File: config.mk
export PLATFORM = sky130hd
export DESIGN_NAME = dual_guard_ctrl_reg
export DESIGN_NICKNAME = d
export VERILOG_FILES = /design/src/rtl/dgcr_pkg.sv /design/src/rtl/dgcr_decode.sv /design/src/rtl/dgcr_guard.sv /design/src/rtl/dgcr_store.sv /design/src/rtl/dgcr_readback.sv /design/src/rtl/dual_guard_ctrl_reg.sv
export SDC_FILE = /design/constraint.sdc
export NUM_CORES = 1
export LEC_CHECK = 0
export ABC_CLOCK_PERIOD_IN_PS = 1600
export BUFFER_PORTS_ARGS = -buffer_cell sky130_fd_sc_hd__buf_2
export CAP_MARGIN = 5
export CORE_ASPECT_RATIO = 0.6
export CORE_MARGIN = 2
export CORE_UTILIZATION = 44
export CTS_BUF_LIST = sky130_fd_sc_hd__clkbuf_8
export DETAILED_ROUTE_END_ITERATION = 12
export HOLD_SLACK_MARGIN = 0.08
export PLACE_DENSITY = 0.79
export SKIP_CTS_REPAIR_TIMING = 1
export SLEW_MARGIN = 20
export SYNTH_ARGS = -nofsm -noshare
export SYNTH_HDL_FRONTEND = slang
export SYNTH_SLANG_ARGS = --single-unit
File: constraint.sdc
create_clock -name clk -period 1.6 [get_ports clk]
set_input_delay 0.08 -clock clk [delete_from_list [all_inputs] [get_ports clk]]
set_output_delay 0.08 -clock clk [all_outputs]
set_load 0.01 [all_outputs]
File: src/rtl/dgcr_pkg.sv
package dgcr_pkg;
  localparam int unsigned BYTE_W  = 8;
  localparam int unsigned STORE_W = 6;

  localparam int unsigned B_RESET_N = 0;
  localparam int unsigned B_IRQ_N   = 1;
  localparam int unsigned B_NMI_N   = 2;
  localparam int unsigned B_READY   = 3;
  localparam int unsigned B_WPROT   = 4;

  localparam int unsigned SIDES  = 2;
  localparam int unsigned S_MAIN = 0;
  localparam int unsigned S_COP  = 1;

  // Decoded, qualified access from one port.
  typedef struct packed {
    logic               rd;
    logic               wr;
    logic [STORE_W-1:0] wdata;
  } port_req_t;
endpackage

File: src/rtl/dgcr_decode.sv
module dgcr_decode
  import dgcr_pkg::*;
#(
  parameter int unsigned    AW       = 12,
  parameter int unsigned    WIN_BITS = 4,
  parameter logic [AW-1:0]  BASE     = '0
) (
  input  logic              sel,
  input  logic [AW-1:0]     addr,
  input  logic              rd,
  input  logic              wr,
  input  logic [BYTE_W-1:0] wdata,
  output port_req_t         req
);
  localparam int unsigned TAG_W = AW - WIN_BITS;

  logic [TAG_W-1:0] tag;
  logic             hit;
  logic             addr_low_unused;
  logic             wdata_hi_unused;

  assign tag             = addr[AW-1:WIN_BITS];
  assign hit             = sel && (tag == BASE[AW-1:WIN_BITS]);
  assign addr_low_unused = ^addr[WIN_BITS-1:0];
  assign wdata_hi_unused = ^wdata[BYTE_W-1:STORE_W];

  always_comb begin
    req.wr    = hit && wr;
    req.rd    = hit && rd && !wr;  // a write in the same cycle suppresses the read
    req.wdata = wdata[STORE_W-1:0];
  end
endmodule

File: src/rtl/dgcr_guard.sv
module dgcr_guard
  import dgcr_pkg::*;
(
  input  logic             clk,
  input  logic             rst_n,
  input  logic [SIDES-1:0] rd,
  input  logic [SIDES-1:0] wr,
  output logic [SIDES-1:0] ok,
  output logic [SIDES-1:0] stale,
  output logic [SIDES-1:0] fail
);
  // Main side has fixed priority over the coprocessor.
  always_comb begin
    ok[S_MAIN] = wr[S_MAIN] && !stale[S_MAIN];
    ok[S_COP]  = wr[S_COP] && !stale[S_COP] && !ok[S_MAIN];
  end

  for (genvar s = 0; s < SIDES; s++) begin : g_side
    localparam int unsigned OTHER = SIDES - 1 - s;

    always_ff @(posedge clk or negedge rst_n) begin
      if (!rst_n) begin
        stale[s] <= 1'b0;
      end else if (ok[OTHER]) begin
        stale[s] <= 1'b1;
      end else if (rd[s]) begin
        stale[s] <= 1'b0;
      end
    end

    always_ff @(posedge clk or negedge rst_n) begin
      if (!rst_n) begin
        fail[s] <= 1'b0;
      end else if (wr[s] && !ok[s]) begin
        fail[s] <= 1'b1;
      end else if (rd[s]) begin
        fail[s] <= 1'b0;
      end
    end
  end
endmodule

File: src/rtl/dgcr_store.sv
module dgcr_store
  import dgcr_pkg::*;
(
  input  logic               clk,
  input  logic               rst_n,
  input  logic               mn_ok,
  input  logic               co_ok,
  input  logic [STORE_W-1:0] mn_data,
  input  logic [STORE_W-1:0] co_data,
  output logic [STORE_W-1:0] ctrl_q
);
  always_ff @(posedge clk or negedge rst_n) begin
    if (!rst_n) begin
      ctrl_q <= '0;
    end else if (mn_ok) begin
      ctrl_q <= mn_data;
    end else if (co_ok) begin
      ctrl_q <= co_data;
    end
  end
endmodule

File: src/rtl/dgcr_readback.sv
module dgcr_readback
  import dgcr_pkg::*;
(
  input  logic              clk,
  input  logic              rst_n,
  input  logic              rd,
  input  logic [BYTE_W-1:0] status,
  output logic [BYTE_W-1:0] rdata
);
  always_ff @(posedge clk or negedge rst_n) begin
    if (!rst_n) begin
      rdata <= '0;
    end else if (rd) begin
      rdata <= status;
    end
  end
endmodule

File: src/rtl/dual_guard_ctrl_reg.sv
module dual_guard_ctrl_reg
  import dgcr_pkg::*;
#(
  parameter int unsigned       MN_AW    = 12,
  parameter int unsigned       CO_AW    = 16,
  parameter int unsigned       WIN_BITS = 4,
  parameter logic [MN_AW-1:0]  MN_BASE  = 12'hF00,
  parameter logic [CO_AW-1:0]  CO_BASE  = 16'hEF00
) (
  input  logic              clk,
  input  logic              rst_n,
  input  logic              mn_sel,
  input  logic [MN_AW-1:0]  mn_addr,
  input  logic              mn_rd,
  input  logic              mn_wr,
  input  logic [BYTE_W-1:0] mn_wdata,
  output logic [BYTE_W-1:0] mn_rdata,
  input  logic              co_sel,
  input  logic [CO_AW-1:0]  co_addr,
  input  logic              co_rd,
  input  logic              co_wr,
  input  logic [BYTE_W-1:0] co_wdata,
  output logic [BYTE_W-1:0] co_rdata,
  output logic              co_reset_n,
  output logic              co_irq_n,
  output logic              co_nmi_n,
  output logic              co_ready,
  output logic              upper_wp
);
  port_req_t          mn_req;
  port_req_t          co_req;
  logic [SIDES-1:0]   rd_v;
  logic [SIDES-1:0]   wr_v;
  logic [SIDES-1:0]   ok_v;
  logic [SIDES-1:0]   stale_v;
  logic [SIDES-1:0]   fail_v;
  logic [STORE_W-1:0] ctrl_q;
  logic [BYTE_W-1:0]  status;
  logic [BYTE_W-1:0]  rdata_v [SIDES];

  dgcr_decode #(.AW(MN_AW), .WIN_BITS(WIN_BITS), .BASE(MN_BASE)) u_mn_dec (
    .sel(mn_sel), .addr(mn_addr), .rd(mn_rd), .wr(mn_wr),
    .wdata(mn_wdata), .req(mn_req)
  );

  dgcr_decode #(.AW(CO_AW), .WIN_BITS(WIN_BITS), .BASE(CO_BASE)) u_co_dec (
    .sel(co_sel), .addr(co_addr), .rd(co_rd), .wr(co_wr),
    .wdata(co_wdata), .req(co_req)
  );

  assign rd_v[S_MAIN] = mn_req.rd;
  assign rd_v[S_COP]  = co_req.rd;
  assign wr_v[S_MAIN] = mn_req.wr;
  assign wr_v[S_COP]  = co_req.wr;

  dgcr_guard u_guard (
    .clk(clk), .rst_n(rst_n), .rd(rd_v), .wr(wr_v),
    .ok(ok_v), .stale(stale_v), .fail(fail_v)
  );

  dgcr_store u_store (
    .clk(clk), .rst_n(rst_n),
    .mn_ok(ok_v[S_MAIN]), .co_ok(ok_v[S_COP]),
    .mn_data(mn_req.wdata), .co_data(co_req.wdata),
    .ctrl_q(ctrl_q)
  );

  // Bit 7: main failure, bit 6: coprocessor failure, then stored bits.
  assign status = {fail_v[S_MAIN], fail_v[S_COP], ctrl_q};

  for (genvar s = 0; s < SIDES; s++) begin : g_rb
    dgcr_readback u_rb (
      .clk(clk), .rst_n(rst_n), .rd(rd_v[s]),
      .status(status), .rdata(rdata_v[s])
    );
  end

  assign mn_rdata   = rdata_v[S_MAIN];
  assign co_rdata   = rdata_v[S_COP];
  assign co_reset_n = ctrl_q[B_RESET_N];
  assign co_irq_n   = ctrl_q[B_IRQ_N];
  assign co_nmi_n   = ctrl_q[B_NMI_N];
  assign co_ready   = ctrl_q[B_READY];
  assign upper_wp   = ctrl_q[B_WPROT];
endmodule

### Word-level counts from Yosys, hierarchy flattened

Cells that the tools add are included.

| storage, ports and cells | value |
|---|---|
| register bits after elaboration | 26 |
| input port bits | 52 |
| output and inout port bits | 21 |
| word-level logic and storage cells | 41 |

| operators by class | value |
|---|---|
| eq/ne operators | 2 |
| multiplexer cells | 8 |
| reduce and logical (&&, ||, !) cells | 24 |

Operators by type and width:

| kind | count |
|---|---|
| 1-bit logical AND | 13 |
| 12-bit equality test (second input constant) | 1 |
| 6-bit two-way mux | 2 |
| 2-bit nonzero test | 5 |
| 8-bit equality test (second input constant) | 1 |
| 1-bit zero test | 6 |
| 1-bit two-way mux | 6 |

### Longest topological paths before layout

| logic depth | value |
|---|---|
| depth in word-level cells | 9 |
| mapped depth | 6 |
| mapped depth without buffers | 4 |

### Cells and area by module

From an unflattened synthesis, not the netlist that was laid out.

| unflattened totals | value |
|---|---|
| cell total of the unflattened synthesis | 101 |
| area total of the unflattened synthesis | 1313.8 µm² |

Modules (own cells, without submodules):

| module | times used | cells each | area each (µm²) | seq. area each (µm²) |
|---|---|---|---|---|
| dgcr_readback | 2 | 17 | 331.6 | 200.2 |
| dgcr_store | 1 | 26 | 279.0 | 150.1 |
| dgcr_guard | 1 | 16 | 175.2 | 100.1 |
| dgcr_decode (u_co_dec) | 1 | 13 | 101.3 | 0.0 |
| dgcr_decode (u_mn_dec) | 1 | 12 | 95.1 | 0.0 |

### Worst setup path after synthesis

OpenSTA, ideal clock, no wires.

| timing | value |
|---|---|
| kind | register to register |
| start | register u_guard.stale[1] |
| end | register u_store.ctrl_q[0] |
| setup time | 0.129 ns |
| data arrival time | 1.112 ns |
| data required time | 1.471 ns |
| path slack | 0.359 ns |
| stages on the path, launching flop included | 5 |
| path buffers | 0 |
| clock period less this slack | 1.241 ns |
| cells stage by stage | dfrtp_1 -> and4b_1 -> nand4_2 -> mux2i_1 -> o21ai_0 |

| between the ends | value |
|---|---|
| word-level cells in the longest chain between the ends | 4 |

RTL lines:

| what | RTL line | source |
|---|---|---|
| start, declared | dgcr_guard.sv:9 | `output logic [SIDES-1:0] stale,` |
| start signal, assigned by index | dgcr_guard.sv:23 | `stale[s] <= 1'b0;` |
| start signal, assigned by index | dgcr_guard.sv:25 | `stale[s] <= 1'b1;` |
| start signal, assigned by index | dgcr_guard.sv:27 | `stale[s] <= 1'b0;` |
| 1-bit zero test | dgcr_guard.sv:15 | `ok[S_COP] = wr[S_COP] && !stale[S_COP] && !ok[S_MAIN];` |
| 1-bit logical AND (2 in series) | dgcr_guard.sv:15 |  |
| 2-bit nonzero test (no source line) | -- |  |
| end signal, assigned | dgcr_store.sv:16 | `ctrl_q <= mn_data;` |
| end signal, assigned | dgcr_store.sv:18 | `ctrl_q <= co_data;` |
| end, declared | dgcr_store.sv:10 | `output logic [STORE_W-1:0] ctrl_q` |

Every way passes these cells.
A chain may end at the register's enable or synchronous reset.

### Final worst setup path

Same ends and word-level chain as after synthesis.

==> reports/results.txt <==
status = complete, no violations
fin cells = 191
Vert. Die Dim = 44.05 um
cell count of the worst reg-to-reg path = 4
family with the most delay on the worst path = simple AND/OR/NAND/NOR gates
Synth Area in Compound Gates = 0.06915
Synth Instances = 88
Comb pwr share = 0.089
worst path cell trace = and4b_1 > nand4_2 > mux2i_1 > o21ai_0
r2r startpoint = u_guard.stale[1]
worst relative slew slack = 0.6252
Peak Freq = 696.8 MHz
IO Pins = 73
combinational family with the most area after synthesis = multiplexers
Worst EP arrival = 1590 ps
Cell variety after synth = 24
largest net degree at the start of global routing = 27
WHS Path Cells = 3
P_int = 0.0009463 W
cell count after placement = 179
Root Buffer = clkbuf_8
Buf+Inv Stages, Crit Path = 0
first-pass GRT wire length = 4305 um
post-synthesis mux area share = 0.2043
setup_tns = 0 ps
post-layout min period = 1435 ps
final setup fails = 0
hold slack = 88.57 ps
Num Clock Sinks = 26
Initial Util = 0.4663
GPL Wtd Cong = 0.7806
Sw Share = 0.2119
Flop pwr share = 0.557
port bufs = 60
CTS Buffer Depth = 2
pwr/cell area = 727.6 mW/mm2
# diodes = 0
initial antenna violation count = 0
worst hold start = mn_rd
warnings from Yosys = 0
post-DR vias/cell = 5.084
most common cell after layout, fill and taps aside = buf_2
Design Power = 0.001201 W
max_cap viols = 0
share of post-route cells with drive strength above 1 = 0.5535
post-route antenna net violation count = 0
Crit Path Max Fanout = 7
area share of the largest cell type after synthesis = 0.5532
Synth area leaders = dfrtp_1 55%, mux2_2 15%, mux2i_1 5.1%, o21ai_0 3.0%, nand2_1 2.6%
syn avg cell area = 13.37 um2
core area = 0.002522 mm2
Reg clk slew, reported paths = 90 ps
Die ar. = 0.003116 mm2
sequential-to-total area share from yosys stat = 0.5532
CP Launch Type = flop
Critical Path RT = 1760 ps
CP endpoint kind = flop
Syn-to-layout area delta = 40.32%
Post-Synth Simple-Gate Area = 0.1564
Seq cells post-synth = 26
clock skew = 5.470 ps
r2r endpoint = u_store.ctrl_q[0]
CTS tree = built
R2R Setup Slk = 160 ps
drt first-iter violations = 19
most frequent cells in the layout = 60 x buf_2, 26 x dfrtp_1, 16 x mux2_2, 8 x nand2_1, 8 x dlygate4sd3_1
number of remaining DRC errors = 0
vias in the first global route = 968
RSZ-0062 raised after global routing = false
final setup margin = 164.8 ps
GRT Residual Overflow = 0
Final Slew Violations = 0
die width = 70.75 um
Max IR drop VDD = 521.9 uV
Endpoint, Worst Hold = u_guard.fail[0]
CTS Buf Count = 3
FP Rows = 14
Final period util = 0.8970
worst slack at placement = 166.7 ps
Detailed Place HPWL = 2042 um
critical path type = reg2reg
adder-cell area share of the yosys netlist = 0
Synth area leader = dfrtp_1
routed len/inst = 13.81 um
Sw Pwr = 0.0002545 W
Crit path largest cell delay = 410 ps
CTS H-tree lvls = 1
Post-Route WL = 2638 um
later-pin clock latency in the skew report = 270 ps
routed vias = 971
Clock Power Share = 0.353
fillers = 202
Final Hold Vio Count = 0
Least-Margin Pin Slew = 562.3 ps
xor/xnor share of the synthesized area = 0
gr usage total = 0.1823
syn nets = 140
leakage = 0.9783 nW
Critical-path top delay cell = dfrtp_1
nets = 212
worst min path class = in2reg
1st-pass router iterations = 4
Post-Syn Area = 0.001176 mm2
==> power groups by stage <==
stage | Sequential [W] | Clock, W | Combinational [W]
2_1_floorplan | 0.000683 | 0 | 0.0000200
3_3_place_gp | 0.000682 | 0 | 0.0000886
3_5_place_dp | 0.000682 | 0 | 0.0000938
4_1_cts | 0.000669 | 0.000435 | 0.0000941
5_1_grt | 0.000671 | 0.000469 | 0.000118
6_report | 0.000669 | 0.000424 | 0.000107
==> synth_stat cells, drive strengths merged <==
master,number
and3b,2
a21oi,1
dfrtp,26
mux2,16
nand3,1
and4,2
nor3b,1
nor4,1
a21o,1
and4b,2
nand3b,1
o211ai,2
and2,1
clkbuf,1
nand2,8
o2bb2ai,2
and4bb,1
nand4,1
nor2b,1
o21ai,7
buf,1
inv,3
mux2i,6
==> through the flow <==
| stage | instance area [um2] | util |
|---|---|---|
| floorplan | 1176 | - |
| global placement | 1515 | 0.6007 |
| detailed placement | 1515 | 0.6007 |
| CTS | 1570 | 0.6225 |
| global route | 1650 | 0.6543 |
| finish | 1650 | 0.6543 |
==> worst register-to-register path, stage by stage (launching register included) <==
cell and delay (ps):
dfrtp_1 410, and4b_1 270, nand4_2 290, mux2i_1 250, o21ai_0 100
==> area by class of cell <==
| cell class | instances | area [um2] | area share |
|---|---|---|---|
| Inverter | 3 | 11.26 | 0.006823 |
| Sequential cell | 26 | 650.6 | 0.3942 |
| Clock buffer | 4 | 55.05 | 0.03336 |
| Timing Repair Buffer | 69 | 387.9 | 0.2350 |
| Tap cell | 32 | 40.04 | 0.02426 |
| Multi-Input combinational cell | 57 | 505.5 | 0.3063 |
==> sequential cells by signal, summed over array words and instances, names as in the netlist <==
register and count:
u_guard.stale 2, g_rb.u_rb.rdata 16, u_guard.fail 2, u_store.ctrl_q 6
==> metal layers <==
metal  wire length, um  GRT usage
met5                 0          0
met2              1422     0.3439
met3               154    0.06150
met1              1052     0.2036
met4                 9    0.04528
==> how the worst max path moves through the flow <==
stage / startpoint / to / slack [ps] / cells past startpoint
6_report: u_guard.stale[1] / u_store.ctrl_q[0] / 160 / 4
2_1_floorplan: u_guard.stale[1] / u_store.ctrl_q[0] / 360 / 4
3_3_place_gp: u_guard.stale[1] / u_store.ctrl_q[5] / 210 / 4
3_5_place_dp: u_guard.stale[1] / u_store.ctrl_q[0] / 170 / 4
4_1_cts: u_guard.stale[1] / u_store.ctrl_q[0] / 160 / 4
5_1_grt: u_guard.stale[1] / u_store.ctrl_q[1] / 90 / 4
==> kinds of logic after synthesis <==
logic type	Yosys count
flops	26
mux	22
simple gates	22
compound gates	13
buf+inv	5
Power figures use the tool's default switching activity.
